### config.mk
export PLATFORM = sky130hd
export DESIGN_NAME = sense_i2s_tx
export DESIGN_NICKNAME = d
export VERILOG_FILES = /design/src/rtl/sense_tx_pkg.sv /design/src/rtl/stx_wclk_edge.sv /design/src/rtl/stx_word_build.sv /design/src/rtl/stx_serializer.sv /design/src/rtl/sense_i2s_tx.sv
export SDC_FILE = /design/constraint.sdc
export NUM_CORES = 1
export LEC_CHECK = 0
export CAP_MARGIN = 40
export CORE_ASPECT_RATIO = 0.75
export CORE_MARGIN = 4
export CORE_UTILIZATION = 52
export DETAILED_ROUTE_END_ITERATION = 7
export GPL_TIMING_DRIVEN = 0
export MAX_ROUTING_LAYER = met4
export PLACE_DENSITY = 0.91
export SKIP_CTS_REPAIR_TIMING = 1
export SLEW_MARGIN = 5
export SYNTH_ARGS = -nofsm -noshare
export SYNTH_HDL_FRONTEND = slang
export SYNTH_HIERARCHICAL = 1
export SYNTH_SLANG_ARGS = --single-unit
### constraint.sdc
create_clock -name bclk_i -period 1.7 [get_ports bclk_i]
set_clock_uncertainty 0.1 [all_clocks]
set_input_delay 0.17 -clock bclk_i [delete_from_list [all_inputs] [get_ports bclk_i]]
set_output_delay 0.17 -clock bclk_i [all_outputs]
set_load 0.01 [all_outputs]
### src/rtl/sense_tx_pkg.sv
package sense_tx_pkg;

    typedef enum logic [1:0] {
        ST_IDLE  = 2'd0,
        ST_SHIFT = 2'd1,
        ST_TAIL  = 2'd2
    } tx_state_e;

    // Mode codes 1 and 3 use left-justified framing; all others use I2S.
    function automatic logic mode_is_lj(input logic [2:0] m);
        return (m == 3'd1) || (m == 3'd3);
    endfunction

    // Mode codes 2 and 3 append the supply byte to the voltage word.
    function automatic logic mode_has_supply(input logic [2:0] m);
        return (m == 3'd2) || (m == 3'd3);
    endfunction

endpackage

### src/rtl/stx_wclk_edge.sv
module stx_wclk_edge (
    input  logic clk_i,
    input  logic rst_ni,
    input  logic wclk_i,
    output logic edge_o
);
    logic prev_q;
    logic primed_q;

    // The first falling edge after reset records the level; no edge before that.
    always_ff @(negedge clk_i or negedge rst_ni) begin
        if (!rst_ni) begin
            prev_q   <= 1'b0;
            primed_q <= 1'b0;
        end else begin
            prev_q   <= wclk_i;
            primed_q <= 1'b1;
        end
    end

    assign edge_o = primed_q && (wclk_i != prev_q);

endmodule

### src/rtl/stx_word_build.sv
module stx_word_build #(
    parameter int VW   = 16,
    parameter int IW   = 16,
    parameter int SW   = 8,
    parameter int WMAX = VW + SW,
    parameter int CW   = $clog2(WMAX + 1)
) (
    input  logic            chan_hi_i,
    input  logic [2:0]      mode_i,
    input  logic [VW-1:0]   volt_i,
    input  logic [IW-1:0]   curr_i,
    input  logic [SW-1:0]   supply_i,
    output logic [WMAX-1:0] word_o,
    output logic [CW-1:0]   len_o,
    output logic            lj_o
);
    import sense_tx_pkg::*;

    // Words are left-aligned in WMAX bits so the serializer always takes the top bit.
    always_comb begin
        lj_o = mode_is_lj(mode_i);
        if (chan_hi_i) begin
            word_o = WMAX'(curr_i) << (WMAX - IW);
            len_o  = CW'(IW);
        end else if (mode_has_supply(mode_i)) begin
            word_o = {volt_i, supply_i};
            len_o  = CW'(VW + SW);
        end else begin
            word_o = WMAX'(volt_i) << SW;
            len_o  = CW'(VW);
        end
    end

endmodule

### src/rtl/stx_serializer.sv
module stx_serializer #(
    parameter int WMAX = 24,
    parameter int CW   = $clog2(WMAX + 1)
) (
    input  logic                   clk_i,
    input  logic                   rst_ni,
    input  logic                   edge_i,
    input  logic                   lj_i,
    input  logic [WMAX-1:0]        word_i,
    input  logic [CW-1:0]          len_i,
    output logic                   sdata_o,
    output sense_tx_pkg::tx_state_e state_o
);
    import sense_tx_pkg::*;

    tx_state_e       state_q, state_nx;
    logic [WMAX-1:0] shreg_q;
    logic [CW-1:0]   left_q;

    // State register
    always_ff @(negedge clk_i or negedge rst_ni) begin
        if (!rst_ni) state_q <= ST_IDLE;
        else         state_q <= state_nx;
    end

    always_comb begin
        state_nx = state_q;
        unique case (state_q)
            ST_IDLE:  if (edge_i) state_nx = ST_SHIFT;
            ST_SHIFT: begin
                if (edge_i)                   state_nx = ST_SHIFT;
                else if (left_q == CW'(1))    state_nx = ST_TAIL;
            end
            ST_TAIL:  if (edge_i) state_nx = ST_SHIFT;
            default:  state_nx = ST_IDLE;
        endcase
    end

    // Output and shift datapath
    always_ff @(negedge clk_i or negedge rst_ni) begin
        if (!rst_ni) begin
            sdata_o <= 1'b0;
            shreg_q <= '0;
            left_q  <= '0;
        end else if (edge_i) begin
            if (lj_i) begin
                sdata_o <= word_i[WMAX-1];
                shreg_q <= word_i << 1;
                left_q  <= len_i - CW'(1);
            end else begin
                // Delay slot: carries a single unsent bit of the previous word, if any.
                sdata_o <= (state_q == ST_SHIFT && left_q == CW'(1)) ? shreg_q[WMAX-1] : 1'b0;
                shreg_q <= word_i;
                left_q  <= len_i;
            end
        end else if (state_q == ST_SHIFT) begin
            sdata_o <= shreg_q[WMAX-1];
            shreg_q <= shreg_q << 1;
            left_q  <= left_q - CW'(1);
        end else begin
            sdata_o <= 1'b0;
        end
    end

    assign state_o = state_q;

endmodule

### src/rtl/sense_i2s_tx.sv
module sense_i2s_tx #(
    parameter int VW = 16,
    parameter int IW = 16,
    parameter int SW = 8
) (
    input  logic          bclk_i,
    input  logic          rst_ni,
    input  logic          wclk_i,
    input  logic [2:0]    mode_i,
    input  logic [VW-1:0] volt_i,
    input  logic [IW-1:0] curr_i,
    input  logic [SW-1:0] supply_i,
    output logic          sdata_o
);
    import sense_tx_pkg::*;

    localparam int WMAX = VW + SW;
    localparam int CW   = $clog2(WMAX + 1);

    logic            wc_edge;
    logic [WMAX-1:0] word;
    logic [CW-1:0]   word_len;
    logic            word_lj;
    tx_state_e       tx_state;
    logic            tail_flag;

    stx_wclk_edge u_edge (
        .clk_i  (bclk_i),
        .rst_ni (rst_ni),
        .wclk_i (wclk_i),
        .edge_o (wc_edge)
    );

    stx_word_build #(.VW(VW), .IW(IW), .SW(SW), .WMAX(WMAX), .CW(CW)) u_build (
        .chan_hi_i (wclk_i),
        .mode_i    (mode_i),
        .volt_i    (volt_i),
        .curr_i    (curr_i),
        .supply_i  (supply_i),
        .word_o    (word),
        .len_o     (word_len),
        .lj_o      (word_lj)
    );

    stx_serializer #(.WMAX(WMAX), .CW(CW)) u_ser (
        .clk_i   (bclk_i),
        .rst_ni  (rst_ni),
        .edge_i  (wc_edge),
        .lj_i    (word_lj),
        .word_i  (word),
        .len_i   (word_len),
        .sdata_o (sdata_o),
        .state_o (tx_state)
    );

    assign tail_flag = (tx_state == ST_TAIL);

endmodule

== After elaboration in Yosys (flattened, before gate mapping) ==
Index checks and enable logic that the tools add are counted.

* Reductions and logical operators: 8
* Eq/ne operators: 9
* Shift-type cells: 0
* Divide/modulo/power cells: 0
* $lt $le $gt $ge: 0
* $add $sub $neg: 2
* Multiplexer cells: 18
* Multipliers: 0
* Bitwise gates (word level): 0

{| class="wikitable"
|+ Operator list
! cell !! number
|-
| 24-bit two-way mux || 4
|-
| 5-bit two-way mux || 3
|-
| 5-bit by 1-bit subtractor with 5-bit output (second input constant) || 2
|-
| 4-bit two-way mux || 2
|-
| 8-bit two-way mux || 1
|-
| 3-bit by 2-bit == test with 1-bit output (second input constant) || 2
|-
| 2-bit two-way mux || 3
|-
| 5-bit by 1-bit == test with 1-bit output (second input constant) || 1
|-
| 1-bit two-way mux || 4
|-
| 2-bit case mux with 2 select lines || 1
|-
| 3-bit by 1-bit == test with 1-bit output (second input constant) || 1
|-
| 3-bit != test (second input constant) || 1
|-
| 2-bit by 1-bit == test with 1-bit output (second input constant) || 1
|-
| 2-bit == test (second input constant) || 1
|-
| 1-bit logical AND || 2
|-
| 2-bit logical NOT || 1
|-
| 1-bit logical OR || 2
|-
| 2-bit by 1-bit != test with 1-bit output (second input constant) || 1
|-
| 2-bit AND reduction || 1
|-
| 2-bit nonzero test || 1
|-
| 2-bit OR reduction || 1
|-
| 1-bit != test || 1
|}

* ROM bits: 0
* Memory bits (writable): 0
* Latch bits: 0
* Memories kept: 0
* Input bits: 46
* Register bits: 34
* Word-level logic and storage cells: 43
* Output and inout port bits: 1

== Depth between registers and ports, before layout ==
Gate-level depths: netlist (run 1).

* Word-level depth: 7
* Gate-level depth with buffers: 6

== By module ==
Netlist (run 1), hierarchy kept.

{| class="wikitable"
|+ Modules (own cells, without submodules)
! module !! cells an instance !! seq. area each (µm²) !! area an instance (µm²) !! times used
|-
| stx_serializer || 214 || 800.8 || 1864.3 || 1
|-
| stx_word_build || 35 || 0.0 || 415.4 || 1
|-
| stx_wclk_edge || 5 || 50.0 || 68.8 || 1
|}

==> results of run 1 <==
==> registers in the layout, summed over array words and instances (netlist names) <==
name	flops
u_edge/prev_q	1
u_ser/shreg_q	24
u_edge/primed_q	1
u_ser/left_q	5
u_ser/sdata_o	1
u_ser/state_o	2
==> cells in the mapped netlist, types with 3 or more instances <==
cell type | instances | area share (%)
ha_1 | 3 | 1.6
dfrtn_1 | 34 | 36
conb_1 | 3 | 0.48
mux2_4 | 11 | 7.0
xnor2_1 | 3 | 1.1
clkbuf_1 | 6 | 0.96
o21ai_0 | 4 | 0.85
inv_1 | 4 | 0.64
a31oi_1 | 23 | 6.1
buf_2 | 10 | 2.1
a211oi_1 | 24 | 7.7
nand2_1 | 51 | 8.2
buf_4 | 6 | 1.9
xor2_1 | 4 | 1.5
nor2b_1 | 25 | 6.7
and4bb_2 | 8 | 4.3
mux2_2 | 5 | 2.4
==> kinds of logic (layout without fill, tap and decap cells) <==
| group | Yosys count | after routing | synth area share (%) |
|---|---|---|---|
| AND/OR/NAND/NOR | 101 | 101 | 24.2 |
| AO/OA/AOI/OAI | 59 | 59 | 17.4 |
| flip-flops | 34 | 34 | 36.2 |
| buffers and inverters | 30 | 100 | 7.62 |
| multiplexers | 17 | 17 | 9.86 |
| XOR/XNOR | 7 | 7 | 2.61 |
| adder cells (fa/ha/maj) | 3 | 3 | 1.60 |
| other | 3 | 5 | 0.479 |
==> layer usage <==
metal / track usage (%) / part of all wire [%] / vias up
met5: - / 0 / -
met3: 4.36 / 10 / 65
met1: 27.1 / 36 / 1200
met4: 6.92 / 6.0 / 0
met2: 35.7 / 47 / 231
li1: - / - / 1035
==> cell type report <==
cell class	count	area, um^2	area share [%]
flip-flops and latches	34	851	23.5
clock buffers	6	82.6	2.29
inverters	5	21.3	0.589
clock inverters	2	12.5	0.346
multi-input cells	192	1600	44.2
plain buffers	25	274	7.58
well taps	55	68.8	1.90
repair buffers	62	707	19.6
==> worst max-delay path, stage by stage <==
cell,delay [ns]
clkdlybuf4s50_1,0.40
mux2_2,0.30
nor2b_1,0.16
a211oi_1,0.33
a31oi_1,0.10
==> final timing paths <==
check / from / end / slack [ns] / cells past startpoint
setup / recovery: curr_i[15] / u_ser/shreg_q[23] / -0.58 / 5
hold / removal: u_ser/state_o[1] / u_ser/state_o[0] / 0.39 / 1
setup reg to reg: u_edge/prev_q / u_ser/shreg_q[4] / -0.01 / 6
hold reg to reg: u_ser/state_o[1] / u_ser/state_o[0] / 0.39 / 1
max in group asynchronous: rst_ni / u_ser/shreg_q[18] / 0.40 / 1
min in group asynchronous: rst_ni / u_ser/shreg_q[12] / 0.58 / 1
==> where the power goes <==
group | total [W] | switching (W) | leakage (nW) | internal, W
combinational | 0.00192 | 0.00108 | 1.15 | 0.000833
clock | 0.000655 | 0.000329 | 0.0472 | 0.000326
sequential | 0.00154 | 0.000332 | 0.408 | 0.00121
total | 0.00411 | 0.00174 | 1.60 | 0.00237
==> metrics by stage <==
stage	cells	instance area (um^2)	util (%)
finish	381	3610	86.0
detailed placement	357	2940	69.8
global route	381	3610	86.0
global placement	357	2940	69.9
floorplan	256	2410	-
CTS	365	3030	72.1
==> impl_metrics.toml, run 1 <==
[floorplan]
start_util_pct = 55.9
die_h_um = 66.2
ioPinCount = 47
dieArea_mm2 = 0.00567
die_w_um = 85.6
row_count = 20
core_area_mm2 = 0.00420

[cts]
clock-sinks = 34
clk_pin_slew_worst_paths_ns = 0.05
cts-root-buf = "clkbuf_8"
clock_latency_ns = 0.30
cts_max_level = 2
cts_buffers = 5
cts_buffer_depth = 2
cts_tree = "built"

[min_path]
hold_class = "reg2reg"

[cells_and_area]
num_antenna_cells = 0
mostFrequentLayoutCell = "nand2_1"
area_delta_synth_final_pct = 53.9
n_fill_cell = 180
final_cell_mix = "50 x nand2_1, 34 x dfrtn_1, 29 x clkdlybuf4s50_1"
layout-drive-gt1-share_pct = 37.7
nNetsFinal = 374

[pwr]
peakVddDrop_mv = 1.00
fin_total_pwr_w = 0.00411
leakage_nw = 1.60
p_per_area_mw_per_mm2 = 1140

[detailed_routing]
drc = 0
drt-pass1-iter-count = 8
wl_per_cell_um = 24.0
ant_nets = 0
vias_per_cell = 6.64
dr.first_iter.drc_count = 306
vias = 2531
wirelength_mm = 9.15

[placement]
io_buffers = 46
place_ws_ns = -1.21
dp_hpwl_mm = 4.22
place_congestion = 0.870

[synthesis]
synth_area_mm2 = 0.00235
synth-async-reset-ratio_pct = 100
ys_seq_elements = 34
yosysUniqueCellTypes = 40
synth_edf_count = 0
synth_ff_type = "dfrtn_1"
netlist_instances = 254
avgSynthCellArea_um2 = 9.25
ys.warnings.count = 6
seq_area_frac_synth_pct = 36.2

[sta]
slew_violations = 0
setup-violations-final = 33
grt_setup_unrepaired = "true"
tns_ns = -12.19
relSlewSlack_pct = 48.7
hold_viol_final = 0
fin_ws_ns = -0.583
worst_slew_pin_slew_ns = 0.770
hold_slack_ns = 0.394

[global_route]
globalRouteOverflowTotal = 0
grt_usage_pct = 21.7
antenna_found_initial = 0
grt_pass1_vias = 1962
grt_pass1_wl_mm = 9.29
grt_start_max_net_pins = 35

[status]
status = "complete, but fails checks"
violations = "negative setup slack"

[critical_path]
cp.arrival_ns = 1.46
crit_required_ns = 0.87
cp_max_fo = 2
path_class = "in2reg"
critPathLaunchType = "input port"
critPathCaptureType = "flop"

[job]
drv_cap = 0
No activity file was read; power rests on OpenSTA's default activity.
==> run 2: changes to the inputs <==
--- a/config.mk
+++ b/config.mk
@@ -12,7 +12,8 @@
 export DETAILED_ROUTE_END_ITERATION = 7
 export GPL_TIMING_DRIVEN = 0
 export MAX_ROUTING_LAYER = met4
-export PLACE_DENSITY = 0.91
+export PLACE_DENSITY = 0.84
+export SETUP_SLACK_MARGIN = 0.2
 export SKIP_CTS_REPAIR_TIMING = 1
 export SLEW_MARGIN = 5
 export SYNTH_ARGS = -nofsm -noshare
==> run 2 against run 1 <==
Against the previous run: the run still ends with negative setup slack left; register-to-register slack worse by 0.02 ns; hold slack worse by 0.012 ns; cell area is 1.3% higher; sequential power hardly changed; core utilization is 1.1 points higher; highest routed layer unchanged.
==> impl_metrics.toml, run 2 (same netlist as run 1, synthesis figures left out) <==
[cts]
clock-sinks = 34
cts-root-buf = "clkbuf_8"
cts_buffers = 5
cts_buffer_depth = 2
clk_pin_slew_worst_paths_ns = 0.05
cts_tree = "built"
clock_latency_ns = 0.31
cts_max_level = 2

[critical_path]
cp_max_fo = 5
cp.buffers_inverters = 3
critPathCaptureType = "flop"
endpoint = "u_ser/shreg_q[8]"
critPathLaunchType = "input port"
path_cells = "buf_12 -> buf_12 -> buf_4 -> mux2_4 -> nor2b_1 -> a211oi_1 -> a31oi_1"
crit_top_cell = "buf_12"
reg2reg_from = "u_edge/prev_q"
cp.depth = 7
crit_family = "buffers and inverters"
cp.arrival_ns = 1.39
crit_required_ns = 0.88
slowest_stage = "mux2_4"
setup.worst_path.start = "wclk_i"
worstReg2RegEnd = "u_ser/shreg_q[8]"
critPathMaxStageDelay_ns = 0.31
path_class = "in2reg"
r2r_cells = 6
r2r_setup_slack_ns = -0.03

[pwr]
leakage_nw = 1.63
fin_total_pwr_w = 0.00403
clock_power_share_pct = 16.2
p_per_area_mw_per_mm2 = 1100
comb_power_share_pct = 45.8
seqPwrFrac_pct = 38.0
p_int_w = 0.00237
power_switching_w = 0.00167
swShare_pct = 41.4
peakVddDrop_mv = 0.769

[sta]
worst_slew_pin_slew_ns = 0.790
setup-violations-final = 33
relSlewSlack_pct = 47.3
fin_ws_ns = -0.504
slew_violations = 0
grt_setup_unrepaired = "true"
hold_viol_final = 0

[floorplan]
die_h_um = 66.2
row_count = 20
core_area_mm2 = 0.00420
die_w_um = 85.6
dieArea_mm2 = 0.00567
start_util_pct = 55.9
ioPinCount = 47

[detailed_routing]
ant_nets = 0
wirelength_mm = 8.87
wl_per_cell_um = 23.0
vias = 2500
drc = 0
dr.first_iter.drc_count = 354
vias_per_cell = 6.49
drt-pass1-iter-count = 5

[cells_and_area]
nNetsFinal = 378
area_delta_synth_final_pct = 55.8
final_cell_mix = "51 x nand2_1, 34 x dfrtn_1, 29 x clkdlybuf4s50_1"
final_util_pct = 87.1
max_flop_register = "u_ser/shreg_q"
layout-drive-gt1-share_pct = 35.2
largest_reg_flops = 24
mostFrequentLayoutCell = "nand2_1"
num_antenna_cells = 0

[global_route]
met2_usage_pct = 34.5
grt_pass1_vias = 2048
grt_usage_pct = 22.1
busiest_layer = "met2"
antenna_found_initial = 0
globalRouteOverflowTotal = 0
grt_use_met1_pct = 28.2
grt_pass1_wl_mm = 9.52
grt_start_max_net_pins = 35
grtUsageMet3_pct = 5.98

[status]
status = "complete, but fails checks"
violations = "negative setup slack"

[placement]
place_congestion = 0.860
dp_hpwl_mm = 4.16
io_buffers = 46

[min_path]
hold_start = "u_ser/state_o[1]"
hold_class = "reg2reg"

[job]
drv_cap = 0
==> run 2: cell type report <==
| cell class | count | area (um^2) |
|---|---|---|
| tap | 55 | 68.8 |
| fill | 182 | 544 |
| buffer | 25 | 289 |
| clock inverter | 1 | 5.00 |
| inverter | 5 | 23.8 |
| multi-input combinational | 192 | 1530 |
| sequential | 34 | 851 |
| clock buffer | 7 | 86.3 |
| timing repair buffer | 66 | 803 |
==> run 2: worst min-delay path by stage <==
| stage | end | slack, ns | cells past startpoint |
|---|---|---|---|
| floorplan | u_ser/state_o[0] | 0.31 | 1 |
| global placement | u_ser/state_o[0] | 0.36 | 1 |
| detailed placement | u_ser/state_o[0] | 0.37 | 1 |
| CTS | u_ser/state_o[0] | 0.37 | 1 |
| global route | u_ser/state_o[0] | 0.41 | 1 |
| finish | u_ser/state_o[0] | 0.38 | 1 |
==> run 2: metal layers <==
layer  part of all wire, %  vias to the layer above
met5                     0                        -
met4                   3.8                        0
met3                    11                       48
met2                    47                      199
met1                    38                     1207
li1                      -                     1046
==> run 2: through the flow <==
stage / cell area, um^2 / hold slack (ns) / setup WS, ns / cells / setup TNS [ns]
finish: 3660 / 0.382 / -0.504 / 385 / -9.86
detailed placement: 2940 / 0.371 / -1.22 / 357 / -36.27
global route: 3660 / 0.405 / -0.504 / 385 / -10.76
floorplan: 2410 / 0.313 / -0.473 / 256 / -12.41
global placement: 2940 / 0.356 / -1.18 / 357 / -74.05
CTS: 3030 / 0.369 / -0.913 / 365 / -26.97
==> run 2: worst register-to-register path: stages (launching register included) <==
cell and delay [ns]:
dfrtn_1 0.45, xor2_2 0.14, and2_4 0.23, inv_6 0.08, buf_8 0.14, a211oi_1 0.31
a31oi_1 0.11
==> run 2: power by group through the flow <==
stage | clock (W) | sequential (W) | combinational, W
floorplan | 0 | 0.00140 | 0.00108
global placement | 0 | 0.00145 | 0.00142
detailed placement | 0 | 0.00146 | 0.00146
CTS | 0.000635 | 0.00146 | 0.00147
global route | 0.000684 | 0.00155 | 0.00196
finish | 0.000655 | 0.00153 | 0.00185
==> run 3: changes to the inputs <==
--- a/config.mk
+++ b/config.mk
@@ -13,7 +13,7 @@
 export GPL_TIMING_DRIVEN = 0
 export MAX_ROUTING_LAYER = met4
 export PLACE_DENSITY = 0.84
-export SETUP_SLACK_MARGIN = 0.2
+export SETUP_SLACK_MARGIN = 0.3
 export SKIP_CTS_REPAIR_TIMING = 1
 export SLEW_MARGIN = 5
 export SYNTH_ARGS = -nofsm -noshare
==> run 3 against run 2 <==
Against the previous run: the run still ends with negative setup slack left; critical path depth unchanged; first-iteration DRC count down 38%; sequential power about the same; worst setup slack worse by 0.011 ns; core utilization up 0.060 points; highest routed layer unchanged.
==> impl_metrics.toml, run 3 (same netlist as run 1, synthesis figures left out) <==
[status]
status = "complete, but fails checks"
violations = "negative setup slack"

[pwr]
clock_power_share_pct = 16.0
seqPwrFrac_pct = 38.1
peakVddDrop_mv = 0.796
p_per_area_mw_per_mm2 = 1100
comb_power_share_pct = 45.9
power_switching_w = 0.00166
leakage_nw = 1.63
fin_total_pwr_w = 0.00403
swShare_pct = 41.2
p_int_w = 0.00237

[floorplan]
core_area_mm2 = 0.00420
ioPinCount = 47
dieArea_mm2 = 0.00567
row_count = 20
die_w_um = 85.6
die_h_um = 66.2
start_util_pct = 55.9

[cells_and_area]
num_antenna_cells = 0
area_delta_synth_final_pct = 55.9
mostFrequentLayoutCell = "nand2_1"
largest_reg_flops = 24
max_flop_register = "u_ser/shreg_q"
nNetsFinal = 378
final_cell_area_mm2 = 0.00366
layout-drive-gt1-share_pct = 35.2
final_cell_mix = "51 x nand2_1, 34 x dfrtn_1, 29 x clkdlybuf4s50_1"
fin_cells = 385

[detailed_routing]
wirelength_mm = 8.97
vias_per_cell = 6.43
vias = 2474
drc = 0
dr.first_iter.drc_count = 220
wl_per_cell_um = 23.3
ant_nets = 0
drt-pass1-iter-count = 5

[sta]
grt_setup_unrepaired = "true"
setup-violations-final = 33
slew_violations = 0
fin_ws_ns = -0.516
tns_ns = -10.23
hold_slack_ns = 0.381
hold_viol_final = 0

[cts]
cts_buffer_depth = 2
cts_tree = "built"
clock_latency_ns = 0.30
clock-sinks = 34
cts-root-buf = "clkbuf_8"
cts_buffers = 5
cts_max_level = 2
clk_pin_slew_worst_paths_ns = 0.05

[critical_path]
r2r_setup_slack_ns = -0.06
critPathLaunchType = "input port"
critPathMaxStageDelay_ns = 0.30
crit_required_ns = 0.86
critPathCaptureType = "flop"
crit_top_cell = "buf_12"
cp.arrival_ns = 1.38
cp.buffers_inverters = 3
slowest_stage = "mux2_4"
r2r_cells = 6
path_class = "in2reg"
cp.depth = 7
cp_max_fo = 5
path_cells = "buf_12 -> buf_12 -> buf_4 -> mux2_4 -> nor2b_1 -> a211oi_1 -> a31oi_1"
crit_family = "compound AO/OA/AOI/OAI gates"

[global_route]
globalRouteOverflowTotal = 0
grt_start_max_net_pins = 35
grt_pass1_wl_mm = 9.52
grt_usage_pct = 22.1
antenna_found_initial = 0
grt_pass1_vias = 2048

[placement]
dp_hpwl_mm = 4.16
dpl_cell_area_mm2 = 0.00294
io_buffers = 46
place_congestion = 0.860
placedCellCount = 357

[job]
drv_cap = 0

[min_path]
hold_class = "reg2reg"
hold_depth = 1
## run 3: cell types whose count changed in the layout (fill, tap and decap cells not counted)
cell and change:
buf_2 -1, clkbuf_4 +1
## run 3: metal layers
metal / global-route usage (%) / wire length [um] / up-vias / part of all wire, %
met5: - / 0 / - / 0
li1: - / - / 1044 / -
met2: 34.5 / 4090 / 215 / 46
met4: 7.11 / 463 / 0 / 5.2
met3: 5.98 / 1010 / 58 / 11
met1: 28.2 / 3400 / 1157 / 38
## run 3: power groups by stage
stage | Sequential (W) | Clock (W) | Combinational, W
4_1_cts | 0.00146 | 0.000635 | 0.00147
2_1_floorplan | 0.00140 | 0 | 0.00108
5_1_grt | 0.00155 | 0.000680 | 0.00197
6_report | 0.00153 | 0.000644 | 0.00185
3_5_place_dp | 0.00146 | 0 | 0.00146
3_3_place_gp | 0.00145 | 0 | 0.00142
## run 3: worst paths after layout
path	to	from
max	u_ser/shreg_q[8]	wclk_i
min	u_ser/state_o[0]	u_ser/state_o[1]
max reg2reg	u_ser/shreg_q[8]	u_edge/prev_q
min reg2reg	u_ser/state_o[0]	u_ser/state_o[1]
max in group asynchronous	u_ser/shreg_q[17]	rst_ni
min in group asynchronous	u_ser/shreg_q[11]	rst_ni
## run 3: per-stage QoR
step | worst slack, ns | utilization (%)
floorplan | -0.473 | -
global placement | -1.18 | 69.9
detailed placement | -1.22 | 69.8
CTS | -0.913 | 72.0
global route | -0.591 | 87.1
finish | -0.516 | 87.1
## run 3: layout make-up
class,count,area [um^2]
Buffer,25,289
Clock inverter,1,5.00
Sequential cell,34,851
Inverter,5,23.8
Tap cell,55,68.8
Multi-Input combinational cell,192,1530
Clock buffer,7,86.3
Fill cell,186,542
Timing Repair Buffer,66,806
